`config.mk`:
```
export PLATFORM = sky130hd
export DESIGN_NAME = sdram_burst_colgen
export DESIGN_NICKNAME = d
export VERILOG_FILES = /design/src/rtl/colgen_pkg.sv /design/src/rtl/colgen_len_dec.sv /design/src/rtl/colgen_beat_ctr.sv /design/src/rtl/colgen_addr_map.sv /design/src/rtl/sdram_burst_colgen.sv
export SDC_FILE = /design/constraint.sdc
export NUM_CORES = 1
export LEC_CHECK = 0
export BUFFER_PORTS_ARGS = -buffer_cell sky130_fd_sc_hd__buf_2
export CAP_MARGIN = 40
export CORE_AREA = 2 2 69 71
export DETAILED_ROUTE_END_ITERATION = 12
export DIE_AREA = 0 0 71 73
export PLACE_DENSITY = 0.56
export SLEW_MARGIN = 30
export SYNTH_ARGS = -nofsm -noshare
export SYNTH_HDL_FRONTEND = slang
export SYNTH_SLANG_ARGS = --single-unit
```
`constraint.sdc`:
```
create_clock -name clk -period 3.1 [get_ports clk]
set_input_delay 0.62 -clock clk [delete_from_list [all_inputs] [get_ports clk]]
set_output_delay 0.62 -clock clk [all_outputs]
set_load 0.1 [all_outputs]
```
`src/rtl/colgen_pkg.sv`:
```
package colgen_pkg;
  typedef enum logic {
    ORD_SEQ = 1'b0,
    ORD_XOR = 1'b1
  } order_e;

  localparam int          CODE_W        = 3;
  localparam logic [2:0]  CODE_FULLPAGE = 3'd7;
  localparam int          MAX_FIXED_LOG = 3;
endpackage

```
`src/rtl/colgen_len_dec.sv`:
```
module colgen_len_dec
  import colgen_pkg::*;
#(
  parameter int COL_W = 9
) (
  input  logic [CODE_W-1:0] code,
  output logic [COL_W-1:0]  wrap_mask,
  output logic              full_page
);
  logic fixed_len;
  int   log_len;

  always_comb begin
    full_page = (code == CODE_FULLPAGE);
    fixed_len = (int'(code) <= MAX_FIXED_LOG);
    log_len   = fixed_len ? int'(code) : 0;
  end

  // One mask bit per column bit: ones cover the bits that wrap in the burst
  for (genvar g = 0; g < COL_W; g++) begin : g_mask
    assign wrap_mask[g] = full_page | (g < log_len);
  end
endmodule

```
`src/rtl/colgen_beat_ctr.sv`:
```
module colgen_beat_ctr
  import colgen_pkg::*;
#(
  parameter int COL_W = 9
) (
  input  logic             clk,
  input  logic             rst_n,
  input  logic             clk_en,
  input  logic             start,
  input  logic             term,
  input  logic [COL_W-1:0] start_col,
  input  logic [COL_W-1:0] mask_in,
  input  logic             full_in,
  input  order_e           ord_in,
  output logic [COL_W-1:0] base_q,
  output logic [COL_W-1:0] beat_q,
  output logic [COL_W-1:0] mask_q,
  output logic             full_q,
  output order_e           ord_q,
  output logic             valid_q,
  output logic             last_beat
);
  logic [COL_W-1:0] base_d, beat_d, mask_d;
  logic             full_d, valid_d, at_end;
  order_e           ord_d;

  assign at_end    = !full_q && (beat_q == mask_q);
  assign last_beat = valid_q && at_end;

  always_comb begin
    base_d  = base_q;
    beat_d  = beat_q;
    mask_d  = mask_q;
    full_d  = full_q;
    ord_d   = ord_q;
    valid_d = valid_q;
    if (clk_en) begin
      if (start) begin
        base_d  = start_col;
        beat_d  = '0;
        mask_d  = mask_in;
        full_d  = full_in;
        ord_d   = ord_in;
        valid_d = 1'b1;
      end else if (valid_q) begin
        if (term || at_end) valid_d = 1'b0;
        else                beat_d  = beat_q + 1'b1;
      end
    end
  end

  always_ff @(posedge clk or negedge rst_n) begin
    if (!rst_n) begin
      base_q  <= '0;
      beat_q  <= '0;
      mask_q  <= '0;
      full_q  <= 1'b0;
      ord_q   <= ORD_SEQ;
      valid_q <= 1'b0;
    end else begin
      base_q  <= base_d;
      beat_q  <= beat_d;
      mask_q  <= mask_d;
      full_q  <= full_d;
      ord_q   <= ord_d;
      valid_q <= valid_d;
    end
  end

  // an enabled start opens a burst at beat zero
  a_r2_start: assert property (@(posedge clk) disable iff (!rst_n)
    clk_en && start |=> valid_q && (beat_q == '0));
  // a terminate without start closes the burst
  a_r8_term: assert property (@(posedge clk) disable iff (!rst_n)
    clk_en && term && !start && valid_q |=> !valid_q);
  // after the final beat the burst is over
  a_r7_last_end: assert property (@(posedge clk) disable iff (!rst_n)
    clk_en && last_beat && !start |=> !valid_q);
  // a disabled clock freezes the counter
  a_r10_freeze: assert property (@(posedge clk) disable iff (!rst_n)
    !clk_en |=> $stable(beat_q) && $stable(valid_q));
  // a fixed-length beat never leaves the wrap window
  a_r3_beat_bound: assert property (@(posedge clk) disable iff (!rst_n)
    valid_q && !full_q |-> ((beat_q & ~mask_q) == '0));
endmodule

```
`src/rtl/colgen_addr_map.sv`:
```
module colgen_addr_map
  import colgen_pkg::*;
#(
  parameter int COL_W = 9
) (
  input  logic [COL_W-1:0] base,
  input  logic [COL_W-1:0] beat,
  input  logic [COL_W-1:0] wrap_mask,
  input  logic             full_page,
  input  order_e           ord,
  output logic [COL_W-1:0] col
);
  logic [COL_W-1:0] seq_col, xor_col;
  logic             use_xor;

  // Carries out of the window fall on masked bits, so a plain add wraps
  assign seq_col = base + beat;
  assign xor_col = base ^ beat;
  assign use_xor = (ord == ORD_XOR) && !full_page;

  for (genvar g = 0; g < COL_W; g++) begin : g_bit
    assign col[g] = !wrap_mask[g] ? base[g] : (use_xor ? xor_col[g] : seq_col[g]);
  end
endmodule

```
`src/rtl/sdram_burst_colgen.sv`:
```
module sdram_burst_colgen
  import colgen_pkg::*;
#(
  parameter int COL_W = 9
) (
  input  logic              clk,
  input  logic              rst_n,
  input  logic              clk_en,
  input  logic              start,
  input  logic [COL_W-1:0]  start_col,
  input  logic [CODE_W-1:0] len_code,
  input  logic              order_xor,
  input  logic              term,
  output logic [COL_W-1:0]  col,
  output logic              col_valid,
  output logic              col_last
);
  logic [COL_W-1:0] dec_mask, base_q, beat_q, mask_q;
  logic             dec_full, full_q;
  order_e           ord_q, ord_in;

  assign ord_in = order_e'(order_xor);

  colgen_len_dec #(.COL_W(COL_W)) u_len_dec (
    .code      (len_code),
    .wrap_mask (dec_mask),
    .full_page (dec_full)
  );

  colgen_beat_ctr #(.COL_W(COL_W)) u_beat_ctr (
    .clk       (clk),
    .rst_n     (rst_n),
    .clk_en    (clk_en),
    .start     (start),
    .term      (term),
    .start_col (start_col),
    .mask_in   (dec_mask),
    .full_in   (dec_full),
    .ord_in    (ord_in),
    .base_q    (base_q),
    .beat_q    (beat_q),
    .mask_q    (mask_q),
    .full_q    (full_q),
    .ord_q     (ord_q),
    .valid_q   (col_valid),
    .last_beat (col_last)
  );

  colgen_addr_map #(.COL_W(COL_W)) u_addr_map (
    .base      (base_q),
    .beat      (beat_q),
    .wrap_mask (mask_q),
    .full_page (full_q),
    .ord       (ord_q),
    .col       (col)
  );

  // the first beat presents the sampled start column
  a_r2_first_col: assert property (@(posedge clk) disable iff (!rst_n)
    clk_en && start |=> col == $past(start_col));
  // outputs hold while the clock is disabled
  a_r10_hold_outputs: assert property (@(posedge clk) disable iff (!rst_n)
    !clk_en |=> $stable(col) && $stable(col_valid) && $stable(col_last));
endmodule

```
Yosys cells after proc, flatten, opt, wreduce, memory -nomap -nowiden:

Index checks and enable logic that the tools add are counted.

* eq/ne operators: 3
* muxes and demuxes: 25
* bitwise gates (word level): 10
* $add $sub $neg: 2
* reductions and logical operators: 8
* magnitude comparators: 10

Operators with widths (count)
* < comparator 4 x 32 -> 1 bit (first input constant): 4
* < comparator 3 x 32 -> 1 bit (first input constant): 2
* < comparator 1 x 32 -> 1 bit (first input constant): 1
* < comparator 2 x 32 -> 1 bit (first input constant): 1
* < comparator 5 x 32 -> 1 bit (first input constant): 1
* 2-to-1 mux 9 bit: 3
* 2-to-1 mux 1 bit: 21
* adder 9 x 1 -> 9 bit (second input constant): 1
* adder 9 bit: 1
* equality test 9 bit: 1
* bitwise OR 1 bit: 9
* bitwise XOR 9 bit: 1
* equality test 3 bit (second input constant): 1
* less-or-equal comparator 3 x 2 -> 1 bit (second input constant): 1
* logical AND 1 bit: 3
* 2-to-1 mux 3 bit: 1
* AND reduction 3 bit: 1
* != test 2 bit (second input constant): 1
* AND reduction 2 bit: 1
* nonzero test 2 bit: 1
* zero test 1 bit: 1
* logical OR 1 bit: 1

* logic and storage cells: 64
* input bits: 18
* flip-flop bits (word level): 30
* output and inout bits: 11

Depth between registers and ports, before layout:

* word-level depth: 6
* mapped depth: 7

Hierarchy:

From an unflattened synthesis, not the netlist that was laid out.

* cell total of the unflattened synthesis: 213
* area, all modules: 2079.5 um^2

By module, submodules not included
* colgen_beat_ctr: times used 1, cells an instance 125, area an instance 1468.9 um^2
* colgen_addr_map: times used 1, cells an instance 76, area an instance 526.8 um^2
* colgen_len_dec: times used 1, cells an instance 12, area an instance 83.8 um^2

Least setup slack after synthesis:

No wires, ideal clock.

* path type: reg-to-output
* from: reg u_beat_ctr.beat_q[0]
* to: out col[8]
* required time: 2.480 ns
* cell stages (with the launch flop): 8
* path buffers: 0
* arrival time: 3.283 ns
* setup slack: -0.803 ns
* path through: dfrtp_1 -> ha_1 -> fa_1 -> a211oi_1 -> o21bai_1 -> a211oi_1 -> a211oi_2 -> xnor2_1

* cells in the longest elaborated chain, start to end: 3

Ends and longest elaborated chain
* from (decl): RTL line colgen_beat_ctr.sv:16 `output logic [COL_W-1:0] beat_q,`
* from (signal assigned): RTL line colgen_beat_ctr.sv:62 `beat_q <= beat_d;`
* adder 9 bit: RTL line colgen_addr_map.sv:17 `assign seq_col = base + beat;`
* 2-to-1 mux 1 bit (2 in series): RTL line colgen_addr_map.sv:22 `assign col[g] = !wrap_mask[g] ? base[g] : (use_xor ? xor_col[g] : seq_col[g]);`
* to (decl): RTL line sdram_burst_colgen.sv:14 `output logic [COL_W-1:0] col,`

Every way passes these cells.

Final worst setup path:

* from: reg u_beat_ctr.base_q[0]
* to: out col[8]

* cells in the longest elaborated chain, start to end: 3

Ends and longest elaborated chain
* from (decl): RTL line colgen_beat_ctr.sv:15 `output logic [COL_W-1:0] base_q,`
* from (signal assigned): RTL line colgen_beat_ctr.sv:61 `base_q <= base_d;`
* adder 9 bit: RTL line colgen_addr_map.sv:17
* 2-to-1 mux 1 bit (2 in series): RTL line colgen_addr_map.sv:22

Every way passes these cells.

==> out/results.txt <==
The flow ran to the end, and the final reports show no timing, DRC or antenna violations. The maximum clock insertion buffer count was 2; the delay contributed by the slowest stage of the critical path was 0.43 ns. Dividing the detail-routed via count by the number of cells gives 5.494. Yosys printed 0 warnings. The min-delay analysis places its worst path in the category input pin to async pin. The minimum clock period after layout is 3.016 ns, and the area of the core region is 4536 sq um.

The count of distinct cell types in the synthesized netlist was 50; the post-route clock period utilization was 97.28%. In the layout the commonest cells are 24 x sky130_fd_sc_hd__buf_2, 22 x sky130_fd_sc_hd__dfrtp_1, 13 x sky130_fd_sc_hd__nor2_1, 13 x sky130_fd_sc_hd__nand2_1, 11 x sky130_fd_sc_hd__mux2_1. The total I/O pin count was 29; the final standard cell utilization of the core was 45.79%. The number of detailed-route iterations in the first pass is 4, and the HPWL after detailed placement is 2889 um. In this run the critical register-to-register path is captured at u_beat_ctr.beat_q[1].

The initialized floorplan defines 25 standard-cell rows. The critical register-to-register path startpoint is u_beat_ctr.mask_q[7]. Once detail routing completed, the nets flagged for antenna violations numbered 0.

The number of sinks driven by the clock tree was 24; the count of flip-flops with a built-in enable after synthesis was 0. The tools report the number of antenna violations at the first check in global routing as 0. The average instance area after synthesis is 9.778 sq um, and the peak ir drop on the vdd network is 0.3665 mV. Number of diodes added for antenna fixing: 0. The worst setup path is of the flop to output port kind. The clock-pin slew of the registers on the worst-case setup and hold paths was 0.09 ns; the die span in y was 73 um. In this run the worst path has a maximum fanout of 3. In the final routed layout, each cell accounts on average for 14.97 um.

Relative to the synthesized area, the layout overhead comes to 22.78%. After global routing the overflow that remains totals 0. Number of instances in the synthesized netlist: 173.

Routability-driven placement finished with a final weighted congestion of 0.8591. Summing the sequential cell areas from Yosys gives 35.50% of the chip area. The most common cell after layout, fill and taps aside was sky130_fd_sc_hd__buf_2. The post-synth design cell area is 1692 sq um. For this run, design rule violations remaining after detail routing come to 0.

Arrival time reported for the critical path endpoint: 2.40 ns. The logs give 0 for the count of pins over their slew limit and 253 for the instance count after placement with tap cells included. The cts-stage hold buffer count came out at 0. Setup violations remaining at the end of the flow were counted as 0.

The overall die width came out at 71 um. The final number of hold-violating endpoints was 0. The fraction of registers with async set or reset after synthesis is 100.0%.

The tools report the initial DRC count as 98. In this run the static leakage power is 0.9704 nW. For this design the ratio of total power to cell area is 724.5 nW/um^2. For this configuration, the core starts out at a cell density of 37.30%. Library cell appearing most often on the critical path: sky130_fd_sc_hd__a211oi_2. The first global-routing pass estimated 6513 um of wire. The detailed router placed 1,423 vias in this run. The run gives 0.005255 ns as the setup skew after layout. The post-route non-filler standard cell count came out at 259. Data on the critical path is required at its endpoint by 2.48 ns. For this run, the leading register cell type out of synthesis is sky130_fd_sc_hd__dfrtp_1. Of the cells placed in the final design, the portion with a size suffix greater than 1 is 29.76%. Global routing consumed, over all layers together, 15.93% of the routing resources. In this run, CTS created clock tree buffers numbering 3. At the pin with the least slew margin, the transition time is 0.5628 ns.

The maximum frequency from static timing analysis is 0.3316 GHz. For the wire length after detailed routing, the log shows 3876 um. STA classifies the critical path startpoint as a flop.

The tools report the max-capacitance violation count as 0. Setup repair after global routing could not meet its margin everywhere. TritonCTS built the clock tree. Entering global routing, the biggest net connects 25 pins. Measured against its own limit, the worst slew margin works out to 62.48%. The via count of the first global-routing pass was 1,361.

The clock latency of the later-clocked register in the worst-skew pair is 0.28 ns, and the setup slack of the worst register-to-register path is 1.29 ns. The root buffer cell chosen for the clock tree is sky130_fd_sc_hd__clkbuf_8. Traced cell by cell, the critical path runs through ha_4, fa_2, a211oi_2, o21bai_1, a21o_1, a211oi_2, xnor2_2, buf_12. The number of cells on the worst reg-to-reg path is 5. The run gives 234 as the post-layout net count.

Among all stages on the critical path, the largest delay is contributed by sky130_fd_sc_hd__dfrtp_1. The number of levels the H-tree was split into was 1; the number of nets in the synthesized netlist was 201. The count of input and output buffers was 28; the overall die area was 5183 sq um. The synthesized design contains 24 register bits. The worst setup path is captured at an output port.
## sequential cells by signal, indices dropped and copies added, names as in the netlist
register,cells
u_beat_ctr.base_q,9
u_beat_ctr.beat_q,9
u_beat_ctr.mask_q,4
u_beat_ctr.ord_q,1
u_beat_ctr.valid_q,1
## through the flow
step	hold WS [ns]	setup slack (ns)	TNS, ns	area [sq um]	total power (W)
global placement	0.4742	0.2577	0	1966	0.001165
global route	0.3754	-0.02457	-0.02457	2077	0.001595
floorplan	0.3244	-0.1621	-0.1621	1718	0.001021
finish	0.3224	0.08418	0	2077	0.001505
CTS	0.3402	0.01189	0	2047	0.001482
detailed placement	0.4824	0.2475	0	1966	0.001182
## routing by layer
| metal | wire length [um] | up-vias | track usage [%] | share of wire, % |
|---|---|---|---|---|
| met5 | 0 | - | 0 | 0 |
| met4 | 55 | 0 | 5.660 | 1.4 |
| met3 | 151 | 5 | 2.762 | 3.9 |
| met2 | 1910 | 31 | 28.25 | 49 |
| met1 | 1759 | 689 | 19.50 | 45 |
| li1 | - | 698 | - | - |
## cell type report
class                      count  area [sq um]
clock inverter                 1         30.03
inverter                       7         26.28
timing repair buffer          32         217.7
clock buffer                   3         41.29
sequential                    24         603.1
fill                         435          2459
multi-input combinational    138          1091
tap                           54         67.56
## worst max-delay path, delay by kind of cell (launching register included)
kind | cells | cell delay [ns]
AO/OA/AOI/OAI | 4 | 0.74
XOR/XNOR | 1 | 0.16
adder cells (fa/ha/maj) | 2 | 0.58
buffers and inverters | 1 | 0.20
flip-flops | 1 | 0.43
## worst max-delay path by stage
stage,to,cells after the start,startpoint
6_report,col[8],8,u_beat_ctr.base_q[0]
5_1_grt,col[8],8,u_beat_ctr.base_q[0]
4_1_cts,col[8],8,u_beat_ctr.base_q[0]
3_5_place_dp,col[8],8,u_beat_ctr.base_q[0]
3_3_place_gp,col[8],8,u_beat_ctr.base_q[0]
2_1_floorplan,col[8],7,u_beat_ctr.beat_q[0]
## timing repair
item                                    CTS  global route
resized for setup                         3             4
endpoints found under the setup margin    2             4
buffers inserted                          0             2
pin swaps                                 1             4
## report_power, final
part	switching [W]	internal [W]	leakage, nW
clock network	0.000111	0.000173	0.0357
registers	0.0000592	0.000362	0.302
logic	0.000517	0.000282	0.633
total	0.000687	0.000818	0.970
## kinds of logic after synthesis
group / Yosys count / share of synthesized area, %
and+or+nand+nor: 55 / 17.68
muxes: 18 / 12.06
AOI/OAI and AO/OA: 47 / 20.04
xor gates and xnor gates: 8 / 4.142
DFF: 24 / 35.50
adders and majority gates: 10 / 7.840
buffers and inverters: 11 / 2.736
## cell usage after synthesis (4+ instances only)
library cell	number	area, sq um
sky130_fd_sc_hd__a21oi_1	9	45.04
sky130_fd_sc_hd__buf_2	4	20.02
sky130_fd_sc_hd__dfrtp_1	24	600.6
sky130_fd_sc_hd__ha_1	9	112.6
sky130_fd_sc_hd__inv_1	6	22.52
sky130_fd_sc_hd__mux2_1	11	123.9
sky130_fd_sc_hd__mux2_2	4	45.04
sky130_fd_sc_hd__nand2_1	13	48.80
sky130_fd_sc_hd__nand3_1	5	25.02
sky130_fd_sc_hd__nor2_1	13	48.80
sky130_fd_sc_hd__nor4_1	4	25.02
sky130_fd_sc_hd__o21ai_0	6	30.03
sky130_fd_sc_hd__o21ai_1	5	25.02
sky130_fd_sc_hd__xnor2_1	7	61.31
Power figures use the tool's default switching activity.
